--- config.mk ---
export PLATFORM = sky130hd
export DESIGN_NAME = smp_tag_fifo
export DESIGN_NICKNAME = d
export VERILOG_FILES = /design/src/rtl/smpfifo_pkg.sv /design/src/rtl/smpfifo_ctrl.sv /design/src/rtl/smpfifo_store.sv /design/src/rtl/smpfifo_flags.sv /design/src/rtl/smp_tag_fifo.sv
export SDC_FILE = /design/constraint.sdc
export NUM_CORES = 1
export LEC_CHECK = 0
export ABC_AREA = 1
export ABC_CLOCK_PERIOD_IN_PS = 3210
export BUFFER_PORTS_ARGS = -buffer_cell sky130_fd_sc_hd__buf_4
export CAP_MARGIN = 20
export CELL_PAD_IN_SITES_DETAIL_PLACEMENT = 0
export CELL_PAD_IN_SITES_GLOBAL_PLACEMENT = 1
export CORE_MARGIN = 5
export CORE_UTILIZATION = 35
export DETAILED_ROUTE_END_ITERATION = 8
export PLACE_DENSITY = 0.62
export REMOVE_ABC_BUFFERS = 1
export SYNTH_ARGS = -nofsm -noshare
export SYNTH_HDL_FRONTEND = slang
export SYNTH_SLANG_ARGS = --single-unit
--- constraint.sdc ---
create_clock -name clk -period 3.21 [get_ports clk]
set_clock_uncertainty 0.05 [all_clocks]
set_input_delay 0.642 -clock clk [delete_from_list [all_inputs] [get_ports clk]]
set_output_delay 0.642 -clock clk [all_outputs]
set_load 0.02 [all_outputs]
--- src/rtl/smpfifo_pkg.sv ---
package smpfifo_pkg;

    typedef enum logic [1:0] {
        OCC_EMPTY   = 2'd0,
        OCC_PARTIAL = 2'd1,
        OCC_FULL    = 2'd2
    } occ_state_t;

    localparam int unsigned CLR_OVR_BIT = 0;
    localparam int unsigned CLR_OOR_BIT = 1;

endpackage

--- src/rtl/smpfifo_ctrl.sv ---
module smpfifo_ctrl
    import smpfifo_pkg::*;
#(
    parameter int unsigned DEPTH = 64,
    localparam int unsigned PTR_W = $clog2(DEPTH),
    localparam int unsigned CNT_W = $clog2(DEPTH + 1)
) (
    input  logic             clk,
    input  logic             rst_n,
    input  logic             wr_req,
    input  logic             rd_req,
    output logic             do_push,
    output logic             do_pop,
    output logic             rd_none,
    output logic             ovr_evt,
    output logic [PTR_W-1:0] wr_ptr,
    output logic [PTR_W-1:0] rd_ptr,
    output logic [CNT_W-1:0] count
);

    localparam logic [CNT_W-1:0] CNT_FULL = CNT_W'(DEPTH);
    localparam logic [PTR_W-1:0] PTR_LAST = PTR_W'(DEPTH - 1);

    occ_state_t       state_q;
    occ_state_t       state_d;
    logic [CNT_W-1:0] cnt_d;
    logic             adv_head;

    function automatic logic [PTR_W-1:0] ptr_inc(input logic [PTR_W-1:0] p);
        return (p == PTR_LAST) ? '0 : p + PTR_W'(1);
    endfunction

    // output decode: what this cycle's request does in the current state
    always_comb begin
        do_push  = 1'b0;
        do_pop   = 1'b0;
        rd_none  = 1'b0;
        ovr_evt  = 1'b0;
        adv_head = 1'b0;
        cnt_d    = count;
        state_d  = state_q;
        unique case (state_q)
            OCC_EMPTY: begin
                do_push = wr_req;
                rd_none = rd_req;
                if (wr_req) begin
                    cnt_d   = CNT_W'(1);
                    state_d = (CNT_FULL == CNT_W'(1)) ? OCC_FULL : OCC_PARTIAL;  // FILL
                end
            end
            OCC_PARTIAL: begin
                do_push  = wr_req;
                do_pop   = rd_req;
                adv_head = rd_req;
                if (wr_req && !rd_req) begin
                    cnt_d = count + CNT_W'(1);
                    if (cnt_d == CNT_FULL) state_d = OCC_FULL;              // TOP
                end else if (rd_req && !wr_req) begin
                    cnt_d = count - CNT_W'(1);
                    if (cnt_d == '0) state_d = OCC_EMPTY;                   // DRAIN
                end
            end
            OCC_FULL: begin
                do_push  = wr_req;
                do_pop   = rd_req;
                ovr_evt  = wr_req && !rd_req;                               // OVERWRITE
                adv_head = rd_req || wr_req;
                if (rd_req && !wr_req) begin
                    cnt_d   = count - CNT_W'(1);                            // SPILL
                    state_d = (cnt_d == '0) ? OCC_EMPTY : OCC_PARTIAL;
                end
            end
            default: begin
                state_d = OCC_EMPTY;
                cnt_d   = '0;
            end
        endcase
    end

    // state register with occupancy and pointers
    always_ff @(posedge clk) begin
        if (!rst_n) begin
            state_q <= OCC_EMPTY;
            count   <= '0;
            wr_ptr  <= '0;
            rd_ptr  <= '0;
        end else begin
            state_q <= state_d;
            count   <= cnt_d;
            if (do_push) wr_ptr <= ptr_inc(wr_ptr);
            if (adv_head) rd_ptr <= ptr_inc(rd_ptr);
        end
    end

endmodule

--- src/rtl/smpfifo_store.sv ---
module smpfifo_store #(
    parameter int unsigned DEPTH  = 64,
    parameter int unsigned WORD_W = 16,
    localparam int unsigned PTR_W = $clog2(DEPTH)
) (
    input  logic              clk,
    input  logic              rst_n,
    input  logic              we,
    input  logic [PTR_W-1:0]  waddr,
    input  logic [WORD_W-1:0] wdata,
    input  logic              re,
    input  logic              re_none,
    input  logic [PTR_W-1:0]  raddr,
    output logic [WORD_W-1:0] rdata
);

    logic [WORD_W-1:0] cells [DEPTH];

    // the read uses the old cell value when a write hits the same slot
    always_ff @(posedge clk) begin
        if (we) cells[waddr] <= wdata;
    end

    always_ff @(posedge clk) begin
        if (!rst_n) begin
            rdata <= '0;
        end else if (re) begin
            rdata <= cells[raddr];
        end else if (re_none) begin
            rdata <= '0;
        end
    end

endmodule

--- src/rtl/smpfifo_flags.sv ---
module smpfifo_flags
    import smpfifo_pkg::*;
#(
    parameter int unsigned SMP_W = 12
) (
    input  logic             clk,
    input  logic             rst_n,
    input  logic             ovr_evt,
    input  logic             smp_valid,
    input  logic             smp_chk,
    input  logic [SMP_W-1:0] smp_code,
    input  logic [SMP_W-1:0] lim_max,
    input  logic [1:0]       flag_clr,
    output logic             irq_ovr,
    output logic             irq_oor
);

    logic oor_evt;

    assign oor_evt = smp_valid && smp_chk && (smp_code > lim_max);

    // a set in the same cycle as its clear wins
    always_ff @(posedge clk) begin
        if (!rst_n) begin
            irq_ovr <= 1'b0;
            irq_oor <= 1'b0;
        end else begin
            if (ovr_evt) irq_ovr <= 1'b1;
            else if (flag_clr[CLR_OVR_BIT]) irq_ovr <= 1'b0;
            if (oor_evt) irq_oor <= 1'b1;
            else if (flag_clr[CLR_OOR_BIT]) irq_oor <= 1'b0;
        end
    end

endmodule

--- src/rtl/smp_tag_fifo.sv ---
module smp_tag_fifo #(
    parameter int unsigned SMP_W  = 12,
    parameter int unsigned TAG_W  = 4,
    parameter int unsigned DEPTH  = 64,
    localparam int unsigned WORD_W = SMP_W + TAG_W,
    localparam int unsigned PTR_W  = $clog2(DEPTH),
    localparam int unsigned CNT_W  = $clog2(DEPTH + 1)
) (
    input  logic              clk,
    input  logic              rst_n,
    input  logic              smp_valid,
    input  logic [SMP_W-1:0]  smp_code,
    input  logic [TAG_W-1:0]  smp_tag,
    input  logic              smp_chk,
    input  logic [SMP_W-1:0]  lim_max,
    input  logic              rd_en,
    input  logic [1:0]        flag_clr,
    output logic [WORD_W-1:0] rd_data,
    output logic [WORD_W-1:0] newest,
    output logic [CNT_W-1:0]  word_cnt,
    output logic              irq_ovr,
    output logic              irq_oor
);

    logic              do_push;
    logic              do_pop;
    logic              rd_none;
    logic              ovr_evt;
    logic [PTR_W-1:0]  wr_ptr;
    logic [PTR_W-1:0]  rd_ptr;
    logic [WORD_W-1:0] in_word;

    assign in_word = {smp_tag, smp_code};

    smpfifo_ctrl #(.DEPTH(DEPTH)) u_ctrl (
        .clk     (clk),
        .rst_n   (rst_n),
        .wr_req  (smp_valid),
        .rd_req  (rd_en),
        .do_push (do_push),
        .do_pop  (do_pop),
        .rd_none (rd_none),
        .ovr_evt (ovr_evt),
        .wr_ptr  (wr_ptr),
        .rd_ptr  (rd_ptr),
        .count   (word_cnt)
    );

    smpfifo_store #(.DEPTH(DEPTH), .WORD_W(WORD_W)) u_store (
        .clk     (clk),
        .rst_n   (rst_n),
        .we      (do_push),
        .waddr   (wr_ptr),
        .wdata   (in_word),
        .re      (do_pop),
        .re_none (rd_none),
        .raddr   (rd_ptr),
        .rdata   (rd_data)
    );

    smpfifo_flags #(.SMP_W(SMP_W)) u_flags (
        .clk       (clk),
        .rst_n     (rst_n),
        .ovr_evt   (ovr_evt),
        .smp_valid (smp_valid),
        .smp_chk   (smp_chk),
        .smp_code  (smp_code),
        .lim_max   (lim_max),
        .flag_clr  (flag_clr),
        .irq_ovr   (irq_ovr),
        .irq_oor   (irq_oor)
    );

    always_ff @(posedge clk) begin
        if (!rst_n) newest <= '0;
        else if (smp_valid) newest <= in_word;
    end

endmodule

==> results.txt, run 1 <==
Max-Slew Margin vs Limit: 30.6%
Setup slack, reg-to-reg: 0.60 ns
Die height: 368 um
Crit start category: register
Final core utilization: 40.1%
Via/cell ratio: 5.05
Distinct cells, synth: 40
H-Tree Depth: 3
Fraction of power consumed by combinational cells: 9.9%
Remaining global-route overflow: 0
CTS sink count: 1085
Max VDD drop: 0.449 mV
Synth top area cells: edfxtp_1, nand2_1, nand3_1
Post-cts resize count: 0
Static leakage: 0.0184 uW
Number of remaining DRC errors: 0
MaxCap Viol Count: 0
CP max-delay cell: dfxtp_4
TritonCTS clock tree: yes
Post-synth ARST share: 0%
Hold Crit Class: primary input to register
Sw Share: 25.0%
PD cells: 613 nW/um^2
Synth top area share: 68.7%
Hold Path Depth: 4
WS Path Type: register to register
Fmax: 383 MHz
Worst Max-Slew Pin Slew: 1.04 ns
Min Clock Period, post-route: 2.61 ns
Clock root buffer: clkbuf_16
TritonRoute pass-1 iters: 6
Inserted Clock Buffers: 113
# setup viols final: 0
Antenna Nets Post-Route: 0
Setup Buffers After CTS: 0
Clk_lat worst skew: 0.71 ns
WL per Instance: 22.6 um
Unrepaired setup endpoints after global routing: false
Synth Flop Type: edfxtp_1
Final GP Congestion: 0.822
Initial core utilization: 35.1%
Most used cell, CP: nand2_1
Hold buffers post-CTS: 0
CTS clk-pin slew, worst paths: 0.06 ns
Hold Fails Final Rpt: 0
Initial DRC Count: 3228
Worst hold endpoint: u_flags.irq_oor
Die area: 135000 um^2
Num rows: 131
CP Cell Sequence: buf_12, nand2_1, nand3_1, nand3_1, nand2_1, nand2_1, nand3_1, nand3_1, nand2_1, nand2_1, a21oi_1
Sequential Power Share: 50.1%
EDFF count, synth: 1024
Synthesized area per cell: 11.4 um^2
Post-synthesis sequential area ratio: 71.4%
Yosys reg bits: 1085
Internal power: 23500 uW
Vias in the first global route: 28012
Initial antenna violation count: 3
FF-to-FF End: u_store.rdata[15]
Kind of end point of the critical path: register
Crit share post-route: 81.3%
Largest net degree at the start of global routing: 130
CP max stage delay: 0.56 ns
Slew Limit Fails: 0
Detailed Place HPWL: 78.6 mm
Longest Clk Path Bufs: 3
Syn Inst Count: 3920
Core ar.: 127000 um^2
# nets final: 4089
Vias: 29256
Hold path startpoint: flag_clr[1]
Share of cells above drive strength 1: 10.4%
First-pass GRT wire length: 192 mm
Tot Pwr: 31300 uW
Setup_tns: 0 ns
PortBufs: 75
Worst r2r path cells: 11
Die X: 368 um
Global Route Usage Sum: 18.9%
Synth Cell Area: 44800 um^2
Routed Wire Length: 131 mm
Clock share of power: 40.0%
IO Pins: 76
CP Data Required Time: 3.81 ns
Arrival @ worst endpoint: 3.21 ns
Leading area contributor after synthesis: edfxtp_1
CP max FO: 127
Status: completed
Area Growth Syn to Fin: 14.0%
Switch Pwr: 7820 uW
YS warnings: 0
==> cells in the mapped netlist (2+ instances only) <==
cell type	number
nand2_1	1389
edfxtp_1	1024
nand3_1	884
nor2_1	121
buf_2	81
buf_4	73
inv_1	65
dfxtp_1	61
o21ai_0	31
a21oi_1	29
clkbuf_1	28
buf_6	26
buf_1	23
ha_1	22
a21oi_2	9
nand4_1	9
nor3_1	8
inv_2	5
xor2_1	4
nor2_2	3
a221oi_1	2
a311oi_1	2
a31oi_1	2
nor3b_1	2
xnor2_1	2
==> logic make-up after synthesis <==
| group | Yosys count | synth area share [%] |
|---|---|---|
| AO/OA/AOI/OAI | 82 | 1.07 |
| buffers and inverters | 305 | 3.88 |
| AND/OR/NAND/NOR | 2420 | 22.9 |
| XOR/XNOR | 6 | 0.117 |
| adder cells (fa/ha/maj) | 22 | 0.615 |
| flip-flops | 1085 | 71.4 |
==> through the flow <==
step | area, um^2 | hold WS [ns] | instances | setup WS (ns)
2_1_floorplan | 43300 | 0.418 | 3687 | -11.28
3_3_place_gp | 47500 | 0.410 | 5579 | 0.224
3_5_place_dp | 47500 | 0.416 | 5579 | 0.229
4_1_cts | 51000 | 0.106 | 5791 | 0.634
5_1_grt | 51000 | 0.133 | 5791 | 0.421
6_report | 51000 | 0.157 | 5792 | 0.600
==> critical path: cells and delay by family (launching register included) <==
kind | cells | cell delay, ns
DFF | 1 | 0.56
buffers and inverters | 1 | 0.52
and+or+nand+nor | 9 | 1.24
AOI/OAI and AO/OA | 1 | 0.14
==> flip-flops by register name, indices dropped and copies added, names as in the netlist, named ones only <==
register / cells
newest: 16
u_ctrl.count: 7
u_ctrl.rd_ptr: 6
u_ctrl.state_q: 2
u_ctrl.wr_ptr: 6
u_flags.irq_oor: 1
u_flags.irq_ovr: 1
u_store.cells: 1024
u_store.rdata: 16
==> cells in the final DEF (no fill, tap or decap), types with 31 or more instances in the layout <==
| cell | n |
|---|---|
| clkinv_1 | 34 |
| o21ai_0 | 31 |
| nand2_1 | 1389 |
| dfxtp_1 | 57 |
| clkbuf_16 | 114 |
| inv_1 | 64 |
| edfxtp_1 | 1024 |
| nand3_1 | 884 |
| nor2_1 | 107 |
| buf_4 | 206 |
==> routing by layer <==
layer	vias up	track usage (%)	wire (um)
li1	13925	-	-
met1	14348	27.4	60100
met2	825	29.7	59500
met3	158	3.58	8200
met4	0	4.46	2920
met5	-	0	0
==> power by group through the flow <==
stage	Combinational, uW	Clock, uW	Sequential, uW
final	3080	12500	15700
after global routing	3410	13400	15700
after CTS	3130	12800	15700
after detailed placement	3120	0	16000
after global placement	3110	0	16000
after floorplan	1770	0	16200
==> area by class of cell <==
class | instances | area, um^2
inverter | 72 | 297
timing repair buffer | 230 | 2030
antenna | 1 | 2.50
fill | 12139 | 76300
tap | 1662 | 2080
clock buffer | 139 | 2950
clock inverter | 73 | 563
multi-input combinational | 2530 | 11100
sequential | 1085 | 32000
==> how the worst max path moves through the flow <==
| stage | endpoint | slack [ns] | cells after the start |
|---|---|---|---|
| 6_report | u_store.rdata[15] | 0.60 | 11 |
| 3_5_place_dp | u_store.cells[19][15] | 0.23 | 8 |
| 5_1_grt | u_store.rdata[13] | 0.42 | 11 |
| 4_1_cts | u_store.rdata[6] | 0.63 | 11 |
| 3_3_place_gp | u_store.cells[11][15] | 0.22 | 8 |
| 2_1_floorplan | u_store.rdata[11] | -11.28 | 11 |
No activity file was read; power rests on OpenSTA's default activity.
==> run 2: changes to the inputs <==
Settings changed: ABC_CLOCK_PERIOD_IN_PS 3210 to 2700, PLACE_DENSITY 0.62 to 0.6.
Clock period 3.21 ns to 2.7 ns, I/O delays scaled along.
==> run 2 against run 1 <==
  * Maximum frequency is 7.3% higher
  * Core utilization is 1.3 points higher
  * Final area is 3.2% higher
  * Combinational power is 21% higher
  * Non-clock buffer count is 34 higher
  * Routed wire length is 4.2% higher
  * Setup slack worse by 0.33 ns
  * Via count is 1.3% higher
  * Sequential cell count stayed put
  * Critical path type unchanged
  * Highest routed layer is now met5
==> results.txt, run 2 (synthesis gave the netlist of run 1 again) <==
Worst hold endpoint: u_store.cells[18][1]
Fraction of power consumed by combinational cells: 9.6% (-0.3 points)
Vias: 29647 (+1.3%)
# nets final: 4126 (+0.90%)
Fmax: 411 MHz (+7.3%)
CTS sink count: 1085 (unchanged)
PortBufs: 75 (unchanged)
Final GP Congestion: 0.823 (+0.17%)
Core ar.: 127000 um^2 (unchanged)
Sequential Power Share: 48.1% (-2.0 points)
Internal power: 29300 uW (+25%)
Static leakage: 0.0190 uW (+3.4%)
Status: completed
First-pass GRT wire length: 199 mm (+3.6%)
H-Tree Depth: 3 (unchanged)
Clock root buffer: clkbuf_16
Most flops, register: u_store.cells
Number of remaining DRC errors: 0 (unchanged)
WS Path Type: register to register
Setup Buffers After CTS: 0 (unchanged)
Routed met2 length: 63.5 mm (+6.7%)
Met3 wire length: 9.24 mm (+13%)
M1 wire length: 60.1 mm (about the same)
Hold Path Depth: 1 (-3)
Clk_lat worst skew: 0.73 ns (+0.02 ns)
Inserted Clock Buffers: 116 (+2.7%)
Crit share post-route: 90.1% (+8.8 points)
Vias in the first global route: 28957 (+3.4%)
CP max FO: 24 (-81%)
Highest Signal Layer: met5
Longest Clk Path Bufs: 3 (unchanged)
Share of cells above drive strength 1: 11.5% (+1.1 points)
Die height: 368 um (unchanged)
Setup_tns: 0 ns (unchanged)
Antenna Nets Post-Route: 0 (unchanged)
Arrival @ worst endpoint: 3.04 ns (-0.17 ns)
Final Instance Area: 52700 um^2 (+3.2%)
Routed Wire Length: 136 mm (+4.2%)
# setup viols final: 0 (unchanged)
Largest register FFs: 1024 (unchanged)
Max VDD drop: 0.523 mV (+16%)
TritonRoute pass-1 iters: 5 (-1)
Detailed Place HPWL: 79.4 mm (+1.1%)
Hold path startpoint: smp_code[1]
CP Data Required Time: 3.30 ns (-0.51 ns)
Kind of end point of the critical path: register
Hold_ws: 0.141 ns (-0.0161 ns)
Post-route insts no fill: 5836 (+0.76%)
Global Route Usage Sum: 19.8% (+0.81 points)
Via/cell ratio: 5.08 (+0.57%)
Fill count: 12034 (-0.86%)
Hold buffers post-CTS: 3 (+3)
Min Clock Period, post-route: 2.43 ns (-0.177 ns)
CTS clk-pin slew, worst paths: 0.06 ns (about the same)
TritonCTS clock tree: yes
Switch Pwr: 9500 uW (+21%)
Largest net degree at the start of global routing: 66 (-49%)
MaxCap Viol Count: 0 (unchanged)
Area Growth Syn to Fin: 17.7%
Worst r2r path cells: 13 (+2)
FF-to-FF End: u_store.rdata[1]
Commonest non-fill, non-tap cell in the layout: nand2_1
Slew Limit Fails: 0 (unchanged)
Hold Fails Final Rpt: 0 (unchanged)
Die area: 135000 um^2 (unchanged)
Unrepaired setup endpoints after global routing: false
IO Pins: 76 (unchanged)
Initial DRC Count: 2868 (-11%)
Dpl cell area: 48700 um^2 (+2.5%)
Sw Share: 24.5% (-0.54 points)
Clock share of power: 42.3% (+2.3 points)
Max-Slew Margin vs Limit: 32.3% (+1.7 points)
Initial antenna violation count: 7 (+4)
Highest-count cells in the layout ignoring fill and taps: nand2_1, edfxtp_1, nand3_1
Worst Max-Slew Pin Slew: 1.02 ns (-0.0254 ns)
Placed Cells: 5610 (+0.56%)
WL per Instance: 23.4 um (+3.5%)
Hold Crit Class: primary input to register
PD cells: 738 nW/um^2 (+20%)
Post-cts resize count: 0 (unchanged)
Initial core utilization: 35.1% (unchanged)
Die X: 368 um (unchanged)
Final core utilization: 41.4% (+1.3 points)
Setup slack, reg-to-reg: 0.27 ns (-0.33 ns)
Crit start category: register
Num rows: 131 (unchanged)
Remaining global-route overflow: 0 (unchanged)
Top Registers: u_store.cells (1024), newest (16), u_store.rdata (16)
==> run 2: cell types whose count changed in the layout (fill, tap and decap cells not counted), moves of 5 or more <==
cell / change
buf_4: -45
clkinv_1: -6
clkbuf_8: +9
clkbuf_1: -5
buf_12: +76
clkbuf_16: +5
bufinv_16: +8
==> run 2: worst max-delay path, stage by stage (launching register included) <==
cell and delay, ns:
dfxtp_4 0.44, buf_12 0.21, buf_12 0.21, buf_4 0.26
nand2_1 0.08, nand3_1 0.09, nand3_1 0.07, nand2_1 0.09
nand2_1 0.13, nand3_1 0.24, nand3_1 0.20, nand2_1 0.12
nand2_1 0.05, a21oi_1 0.12
==> run 2: layer usage <==
layer / up-vias / global-route usage [%]
met5: - / 0
met4: 2 / 5.09
met3: 177 / 4.03
met2: 818 / 31.7
met1: 14634 / 27.6
li1: 14016 / -
==> run 2: worst max-delay path by stage <==
stage / cells after the start / to / startpoint
after floorplan: 11 / u_store.rdata[11] / register
after global placement: 9 / u_store.cells[58][10] / smp_valid
after detailed placement: 9 / u_store.cells[62][9] / smp_valid
after CTS: 13 / u_store.rdata[1] / register
after global routing: 13 / u_store.rdata[1] / register
final: 13 / u_store.rdata[1] / register
==> run 2: power groups by stage <==
stage	Combinational, uW	Clock, uW	Sequential, uW
finish	3740	16400	18700
CTS	3800	16800	18700
global placement	3790	0	19000
detailed placement	3790	0	19000
global route	4150	17500	18700
floorplan	2100	0	19200
==> run 2: layout make-up <==
class | instances | area, um^2 | share of cell area (%)
clock inverter | 74 | 763 | 1.45
sequential | 1085 | 32000 | 60.7
clock buffer | 148 | 3180 | 6.03
timing repair buffer | 264 | 3240 | 6.15
inverter | 72 | 299 | 0.568
multi-input combinational | 2530 | 11100 | 21.1
tap | 1662 | 2080 | 3.95
antenna | 1 | 2.50 | 0.00475
==> run 2: through the flow <==
| stage | power (uW) | setup WS [ns] |
|---|---|---|
| finish | 38800 | 0.267 |
| global route | 40300 | 0.110 |
| CTS | 39200 | 0.275 |
| detailed placement | 22800 | 0.245 |
| global placement | 22800 | 0.216 |
| floorplan | 21300 | -11.79 |
